<file path="src/rtl/mm_decode_pkg.sv">
package mm_decode_pkg;

    typedef enum logic [1:0] {
        SEL_NONE = 2'd0,
        SEL_RAM  = 2'd1,
        SEL_ROM  = 2'd2,
        SEL_IO   = 2'd3
    } mm_sel_e;

    typedef struct packed {
        logic ram;
        logic rom;
        logic io;
        logic gap;
    } mm_enables_t;

endpackage

</file>
<file path="src/rtl/mm_window_match.sv">
module mm_window_match #(
    parameter int FIELD_W  = 4,
    parameter bit RANGE_MD = 1'b0,
    parameter int LO       = 0,
    parameter int HI       = 0
) (
    input  logic [FIELD_W-1:0] field_i,
    output logic               hit_o
);
    localparam logic [FIELD_W-1:0] LO_V = FIELD_W'(LO);
    localparam logic [FIELD_W-1:0] HI_V = FIELD_W'(HI);

    generate
        if (RANGE_MD) begin : g_range
            always_comb hit_o = (field_i >= LO_V) && (field_i <= HI_V);
        end else begin : g_exact
            always_comb hit_o = (field_i == LO_V);
        end
    endgenerate
endmodule

</file>
<file path="src/rtl/mm_offset_gen.sv">
module mm_offset_gen #(
    parameter int RAM_OFF_W = 15,
    parameter int ROM_OFF_W = 14,
    parameter int IO_IDX_W  = 2,
    parameter int ROM_BASE  = 32'hB000
) (
    input  logic [RAM_OFF_W-1:0] low_i,
    output logic [RAM_OFF_W-1:0] ram_off_o,
    output logic [ROM_OFF_W-1:0] rom_off_o,
    output logic [IO_IDX_W-1:0]  io_idx_o
);
    localparam logic [ROM_OFF_W-1:0] ROM_BASE_LOW = ROM_OFF_W'(ROM_BASE);

    always_comb begin
        ram_off_o = low_i;
        rom_off_o = low_i[ROM_OFF_W-1:0] - ROM_BASE_LOW;
        io_idx_o  = low_i[IO_IDX_W-1:0];
    end
endmodule

</file>
<file path="src/rtl/mm_addr_decoder.sv">
module mm_addr_decoder
    import mm_decode_pkg::*;
#(
    parameter int ADDR_W    = 16,
    parameter int RAM_LOG2  = 15,
    parameter int NIB_W     = 4,
    parameter int ROM_NIB_LO = 4'hB,
    parameter int ROM_NIB_HI = 4'hE,
    parameter int IO_BASE   = 16'hF574,
    parameter int IO_LOG2   = 2,
    localparam int ROM_OFF_W = $clog2(ROM_NIB_HI - ROM_NIB_LO + 1) + (ADDR_W - NIB_W),
    localparam int IO_TAG_W  = ADDR_W - IO_LOG2,
    localparam int RAM_TAG_W = ADDR_W - RAM_LOG2
) (
    input  logic [ADDR_W-1:0]    addr_i,
    input  logic                 valid_i,
    output logic                 ram_ce_o,
    output logic                 rom_ce_o,
    output logic                 io_ce_o,
    output logic                 unmapped_o,
    output logic [RAM_LOG2-1:0]  ram_off_o,
    output logic [ROM_OFF_W-1:0] rom_off_o,
    output logic [IO_LOG2-1:0]   io_idx_o
);
    localparam int ROM_BASE = ROM_NIB_LO << (ADDR_W - NIB_W);

    logic        ram_hit, rom_hit, io_hit;
    mm_sel_e     sel;
    mm_enables_t en;

    mm_window_match #(.FIELD_W(RAM_TAG_W), .RANGE_MD(1'b0), .LO(0), .HI(0)) u_ram_match (
        .field_i(addr_i[ADDR_W-1 -: RAM_TAG_W]),
        .hit_o  (ram_hit)
    );

    mm_window_match #(.FIELD_W(NIB_W), .RANGE_MD(1'b1), .LO(ROM_NIB_LO), .HI(ROM_NIB_HI)) u_rom_match (
        .field_i(addr_i[ADDR_W-1 -: NIB_W]),
        .hit_o  (rom_hit)
    );

    mm_window_match #(.FIELD_W(IO_TAG_W), .RANGE_MD(1'b0), .LO(IO_BASE >> IO_LOG2), .HI(0)) u_io_match (
        .field_i(addr_i[ADDR_W-1 -: IO_TAG_W]),
        .hit_o  (io_hit)
    );

    // Selection: the smallest window wins, so overlapping parameter sets stay one-hot.
    always_comb begin
        if (!valid_i)     sel = SEL_NONE;
        else if (io_hit)  sel = SEL_IO;
        else if (rom_hit) sel = SEL_ROM;
        else if (ram_hit) sel = SEL_RAM;
        else              sel = SEL_NONE;
    end

    // Output decode of the selection.
    always_comb begin
        en = '0;
        unique case (sel)
            SEL_RAM:  en.ram = 1'b1;
            SEL_ROM:  en.rom = 1'b1;
            SEL_IO:   en.io  = 1'b1;
            SEL_NONE: en.gap = valid_i;
        endcase
    end

    assign ram_ce_o   = en.ram;
    assign rom_ce_o   = en.rom;
    assign io_ce_o    = en.io;
    assign unmapped_o = en.gap;

    mm_offset_gen #(
        .RAM_OFF_W(RAM_LOG2),
        .ROM_OFF_W(ROM_OFF_W),
        .IO_IDX_W (IO_LOG2),
        .ROM_BASE (ROM_BASE)
    ) u_offsets (
        .low_i    (addr_i[RAM_LOG2-1:0]),
        .ram_off_o(ram_off_o),
        .rom_off_o(rom_off_o),
        .io_idx_o (io_idx_o)
    );
endmodule

</file>
<file path="config.mk">
export PLATFORM = sky130hd
export DESIGN_NAME = mm_addr_decoder
export DESIGN_NICKNAME = d
export VERILOG_FILES = /design/src/rtl/mm_decode_pkg.sv /design/src/rtl/mm_window_match.sv /design/src/rtl/mm_offset_gen.sv /design/src/rtl/mm_addr_decoder.sv
export SDC_FILE = /design/constraint.sdc
export NUM_CORES = 1
export LEC_CHECK = 0
export BUFFER_PORTS_ARGS = -buffer_cell sky130_fd_sc_hd__buf_2
export CAP_MARGIN = 10
export CORE_AREA = 2 2 39 41
export DETAILED_ROUTE_END_ITERATION = 10
export DIE_AREA = 0 0 41 43
export MAX_ROUTING_LAYER = met4
export PLACE_DENSITY = 0.79
export SLEW_MARGIN = 0
export SYNTH_ARGS = -nofsm -noshare
export SYNTH_HDL_FRONTEND = slang
export SYNTH_SLANG_ARGS = --single-unit
</file>
<file path="constraint.sdc">
create_clock -name vclk -period 1.2
set_clock_uncertainty 0.2 [all_clocks]
set_input_delay 0.24 -clock vclk [all_inputs]
set_output_delay 0.24 -clock vclk [all_outputs]
set_load 0.02 [all_outputs]
</file>
=== Word level (Yosys, flattened, before mapping) ===
Index checks and enable logic that the tools add are counted.

* Register bits: 0
* Output and inout bits: 35
* Word-level logic and storage cells: 17
* Input port bits: 17

* Mux-type cells: 8
* Reduce and logical (&&, ||, !) cells: 2
* Magnitude comparators: 2
* Equal/unequal tests: 4
* $add $sub $neg: 1

{| class="wikitable"
|+ Operators with widths
! kind !! number
|-
| == test 14 bit (second input constant) || 1
|-
| subtractor 14 bit (second input constant) || 1
|-
| two-way mux 2 bit || 3
|-
| two-way mux 1 bit || 5
|-
| == test 2 bit (second input constant) || 2
|-
| greater-or-equal comparator 4 bit (second input constant) || 1
|-
| less-or-equal comparator 4 bit (second input constant) || 1
|-
| == test 2 x 1 -> 1 bit (second input constant) || 1
|-
| logical NOT 2 bit || 1
|-
| logical AND 1 bit || 1
|}

=== Depth between registers and ports, before layout ===
* Depth in word-level cells: 7
* Gate-level depth with buffers: 5
* Depth with buffers taken out: 5

=== By module ===
Synthesis repeated with hierarchy kept, for this count alone.

* Cells, all modules: 45
* Area total of the unflattened synthesis: 341.6 µm²

{| class="wikitable"
|+ Modules (own cells, without submodules)
! module !! cells each !! seq. area each (µm²) !! area an instance (µm²) !! instances
|-
| mm_offset_gen || 31 || 0.0 || 230.2 || 1
|-
| mm_addr_decoder || 4 || 0.0 || 42.5 || 1
|-
| mm_window_match at u_io_match || 5 || 0.0 || 41.3 || 1
|-
| mm_window_match at u_rom_match || 4 || 0.0 || 23.8 || 1
|-
| mm_window_match at u_ram_match || 1 || 0.0 || 3.8 || 1
|}

=== Worst setup path before layout ===
OpenSTA, ideal clock, no wires.

* Kind: input to output
* Start: in addr_i[12]
* End: out rom_ce_o
* Path buffers: 0
* Required time: 0.760 ns
* Path slack: -0.558 ns
* Arrival time: 1.318 ns
* Cell stages on the path: 5
* Cells stage by stage: inv_1 > ha_1 > inv_1 > a31oi_1 > nor3b_1

* Word-level cells in the longest chain between the ends: 7
* Elaborated cells on any way between the ends: 9
* Classes of those cells: 2 x order compare; 2 x eq/ne; 4 x mux; 1 x reduce/logical

{| class="wikitable"
|+ RTL lines
! what !! line !! text
|-
| from (decl) || mm_addr_decoder.sv:15 || <nowiki>input logic [ADDR_W-1:0] addr_i,</nowiki>
|-
| greater-or-equal comparator 4 bit or less-or-equal comparator 4 bit (tied branches) || mm_window_match.sv:15 || <nowiki>always_comb hit_o = (field_i >= LO_V) && (field_i <= HI_V);</nowiki>
|-
| logical AND 1 bit || mm_window_match.sv:15 ||
|-
| two-way mux 2 bit || mm_addr_decoder.sv:50 || <nowiki>else if (rom_hit) sel = SEL_ROM;</nowiki>
|-
| two-way mux 2 bit (*) || mm_addr_decoder.sv:49 || <nowiki>else if (io_hit) sel = SEL_IO;</nowiki>
|-
| two-way mux 2 bit (*) || mm_addr_decoder.sv:48 || <nowiki>if (!valid_i) sel = SEL_NONE;</nowiki>
|-
| == test 2 bit (*) || mm_addr_decoder.sv:58 || <nowiki>unique case (sel)</nowiki>
|-
| two-way mux 1 bit (*) || mm_addr_decoder.sv:58 ||
|-
| to (decl) || mm_addr_decoder.sv:18 || <nowiki>output logic rom_ce_o,</nowiki>
|}

Every way passes the cells marked *; elsewhere a longest branch is shown, timed or not.

=== Final worst setup path ===
* Start: in addr_i[7]
* End: out unmapped_o

* Word-level cells in the longest chain between the ends: 5

{| class="wikitable"
|+ RTL lines
! what !! line !! text
|-
| == test 14 bit || mm_window_match.sv:17 || <nowiki>always_comb hit_o = (field_i == LO_V);</nowiki>
|-
| two-way mux 2 bit || mm_addr_decoder.sv:49 ||
|-
| two-way mux 2 bit || mm_addr_decoder.sv:48 ||
|-
| logical NOT 2 bit || mm_addr_decoder.sv:58 ||
|-
| two-way mux 1 bit || mm_addr_decoder.sv:58 ||
|-
| to (decl) || mm_addr_decoder.sv:20 || <nowiki>output logic unmapped_o,</nowiki>
|}

No other way between the ends.

==> impl_metrics.env <==
export IMPL_status="finished, violations left"
export IMPL_violations="setup timing"
export IMPL_end_kind="output pin"
export IMPL_hold_depth=0
export IMPL_wl_um=883
export IMPL_dp_cells=92
export IMPL_dpl_instance_area_um2=533
export IMPL_numPortBuffers=44
export IMPL_drc=0
export IMPL_synth_area_per_cell_um2=7.34
export IMPL_power_density_mw_per_mm2=407
export IMPL_ant_nets=0
export IMPL_p_seq_frac=0
export IMPL_grt_overflow=0
export IMPL_p_switching_mw=0.133
export IMPL_io_pins=52
export IMPL_core_area_mm2=0.00138
export IMPL_maxSlewViolCount=0
export IMPL_worstMarginPinSlew_ps=261
export IMPL_crit_fanout=3
export IMPL_p_leak_nw=0.325
export IMPL_grt_pass1_wl_um=1350
export IMPL_netlist_area_um2=338
export IMPL_grtUsageTotal=0.104
export IMPL_internal_power_mw=0.116
export IMPL_fin_crit_sh=1.39
export IMPL_diodes=0
export IMPL_initial_utilization=0.244
export IMPL_first_pass_iters=1
export IMPL_pwr_share_clk=0
export IMPL_rsz0062_at_grt="yes"
export IMPL_grt_util_met3=0
export IMPL_hold_worst_slack_ps=280
export IMPL_utilization=0.442
export IMPL_drtIter0Drc=0
export IMPL_die_h_um=43
export IMPL_hp_start="addr_i[0]"
export IMPL_areaGrowthSynthToFinish_pct=81.1
export IMPL_first_global_vias=369
export IMPL_synth_fp_nets=65
export IMPL_antenna_found_initial=0
export IMPL_hold_path_class="input port to output pin"
export IMPL_grt_max_degree=4
export IMPL_max_vdd_ir_drop_mv=0.198
export IMPL_multi_input_area_um2=193
export IMPL_syn_inst=46
export IMPL_num_vias=368
export IMPL_switching_share=0.533
export IMPL_fill_cells=134
export IMPL_placement_rows=14
export IMPL_drive_gt1_frac=0.921
export IMPL_top_usage_layer="met2"
export IMPL_finalWorstPathRequiredPeriod_ps=1660
export IMPL_design_area_um2=612
export IMPL_n_sequential_cell=0
export IMPL_die_w_um=41
export IMPL_cp_arrival_ps=1220
export IMPL_layout_common_cells="buf_2, buf_4, buf_6"
export IMPL_layout_commonest_cell="buf_2"
export IMPL_gp_congestion=0.714
export IMPL_maxCapViolCount=0
export IMPL_grtUsageMet1=0.108
export IMPL_wl_per_cell_um=9.60
export IMPL_hold_violations=0
export IMPL_fmax_ghz=0.602
export IMPL_ys_types=14
export IMPL_met2_usage=0.209
export IMPL_critical_path_class="input port to output pin"
export IMPL_holdPathEnd="rom_off_o[0]"
export IMPL_cp_data_required_time_ps=760
export IMPL_setup_viol=4
export IMPL_finalWorstSetupSlack_ps=-462
export IMPL_layout_area_seq_um2=0
export IMPL_ys_seq_area_frac=0
export IMPL_clock_buffers=0
export IMPL_start_kind="input port"
export IMPL_final_nets=97
export IMPL_slew_headroom=0.825
export IMPL_p_comb_frac=1.000
export IMPL_ys_warn_count=0
export IMPL_fin_cells=92
export IMPL_die_area_mm2=0.00176
export IMPL_vias_per_cell=4.00
==> through the flow <==
| step | worst slack, ps | setup TNS [ps] | power [mW] |
|---|---|---|---|
| after floorplan | -297 | -807 | 0.184 |
| after global placement | -486 | -1610 | 0.215 |
| after detailed placement | -575 | -1760 | 0.220 |
| after CTS | -477 | -1520 | 0.244 |
| after global routing | -505 | -1640 | 0.267 |
| final | -462 | -1490 | 0.249 |
==> worst max-delay path, cell delays in order <==
cell and delay (ps):
buf_6 90, nand4bb_4 220, nor4_4 320, buf_4 170, nor3_2 30, buf_4 150
==> cell usage after synthesis, drive strengths merged <==
cell type,n,area (um2)
inv,3,11.3
nand3b,1,7.51
nor2b,1,6.26
nor3,1,5.00
nor3b,1,7.51
nand4b,1,8.76
ha,2,25.0
buf,29,218
a31oi,1,6.26
o21ai,1,5.00
nor4,1,12.5
nand2,2,7.51
nand4bb,1,11.3
and2,1,6.26
==> area by class of cell <==
cell class                      count  area share
Inverter                            3      0.0245
Tap cell                           16      0.0327
Timing Repair Buffer               59       0.628
Multi-Input combinational cell     14       0.315
==> worst max path at each step <==
stage	cells after the start	from	endpoint	slack, ps
finish	6	addr_i[7]	unmapped_o	-460
global route	7	addr_i[13]	unmapped_o	-510
CTS	6	addr_i[7]	unmapped_o	-480
detailed placement	8	addr_i[12]	rom_ce_o	-580
global placement	6	addr_i[9]	rom_ce_o	-490
floorplan	3	addr_i[9]	io_ce_o	-300
==> power groups by stage <==
stage	combinational [mW]	sequential [mW]	clock [mW]
after CTS	0.244	0	0
after global placement	0.215	0	0
final	0.249	0	0
after global routing	0.267	0	0
after floorplan	0.184	0	0
after detailed placement	0.220	0	0
==> repair_timing <==
item | 4_1_cts | 5_1_grt
hold buffers | 0 | 0
endpoints found under the setup margin | 4 | 5
pin swaps | 3 | 1
cloned | 0 | 0
hold endpoints to repair | 0 | 0
resized for setup | 19 | 3
buffers inserted | 0 | 0
==> per-layer routing <==
| layer | vias to the layer above | routed length, um |
|---|---|---|
| met3 | 2 | 107 |
| met1 | 158 | 287 |
| met2 | 28 | 479 |
| met4 | 0 | 9 |
| li1 | 180 | - |
| met5 | - | 0 |
==> kinds of logic after synthesis <==
kind of cell,after synthesis,share of synthesized area
and+or+nand+nor,10,0.215
adders and majority gates,2,0.0741
buffers and inverters,32,0.678
AOI/OAI and AO/OA,2,0.0333
(Power assumes the default switching activity.)
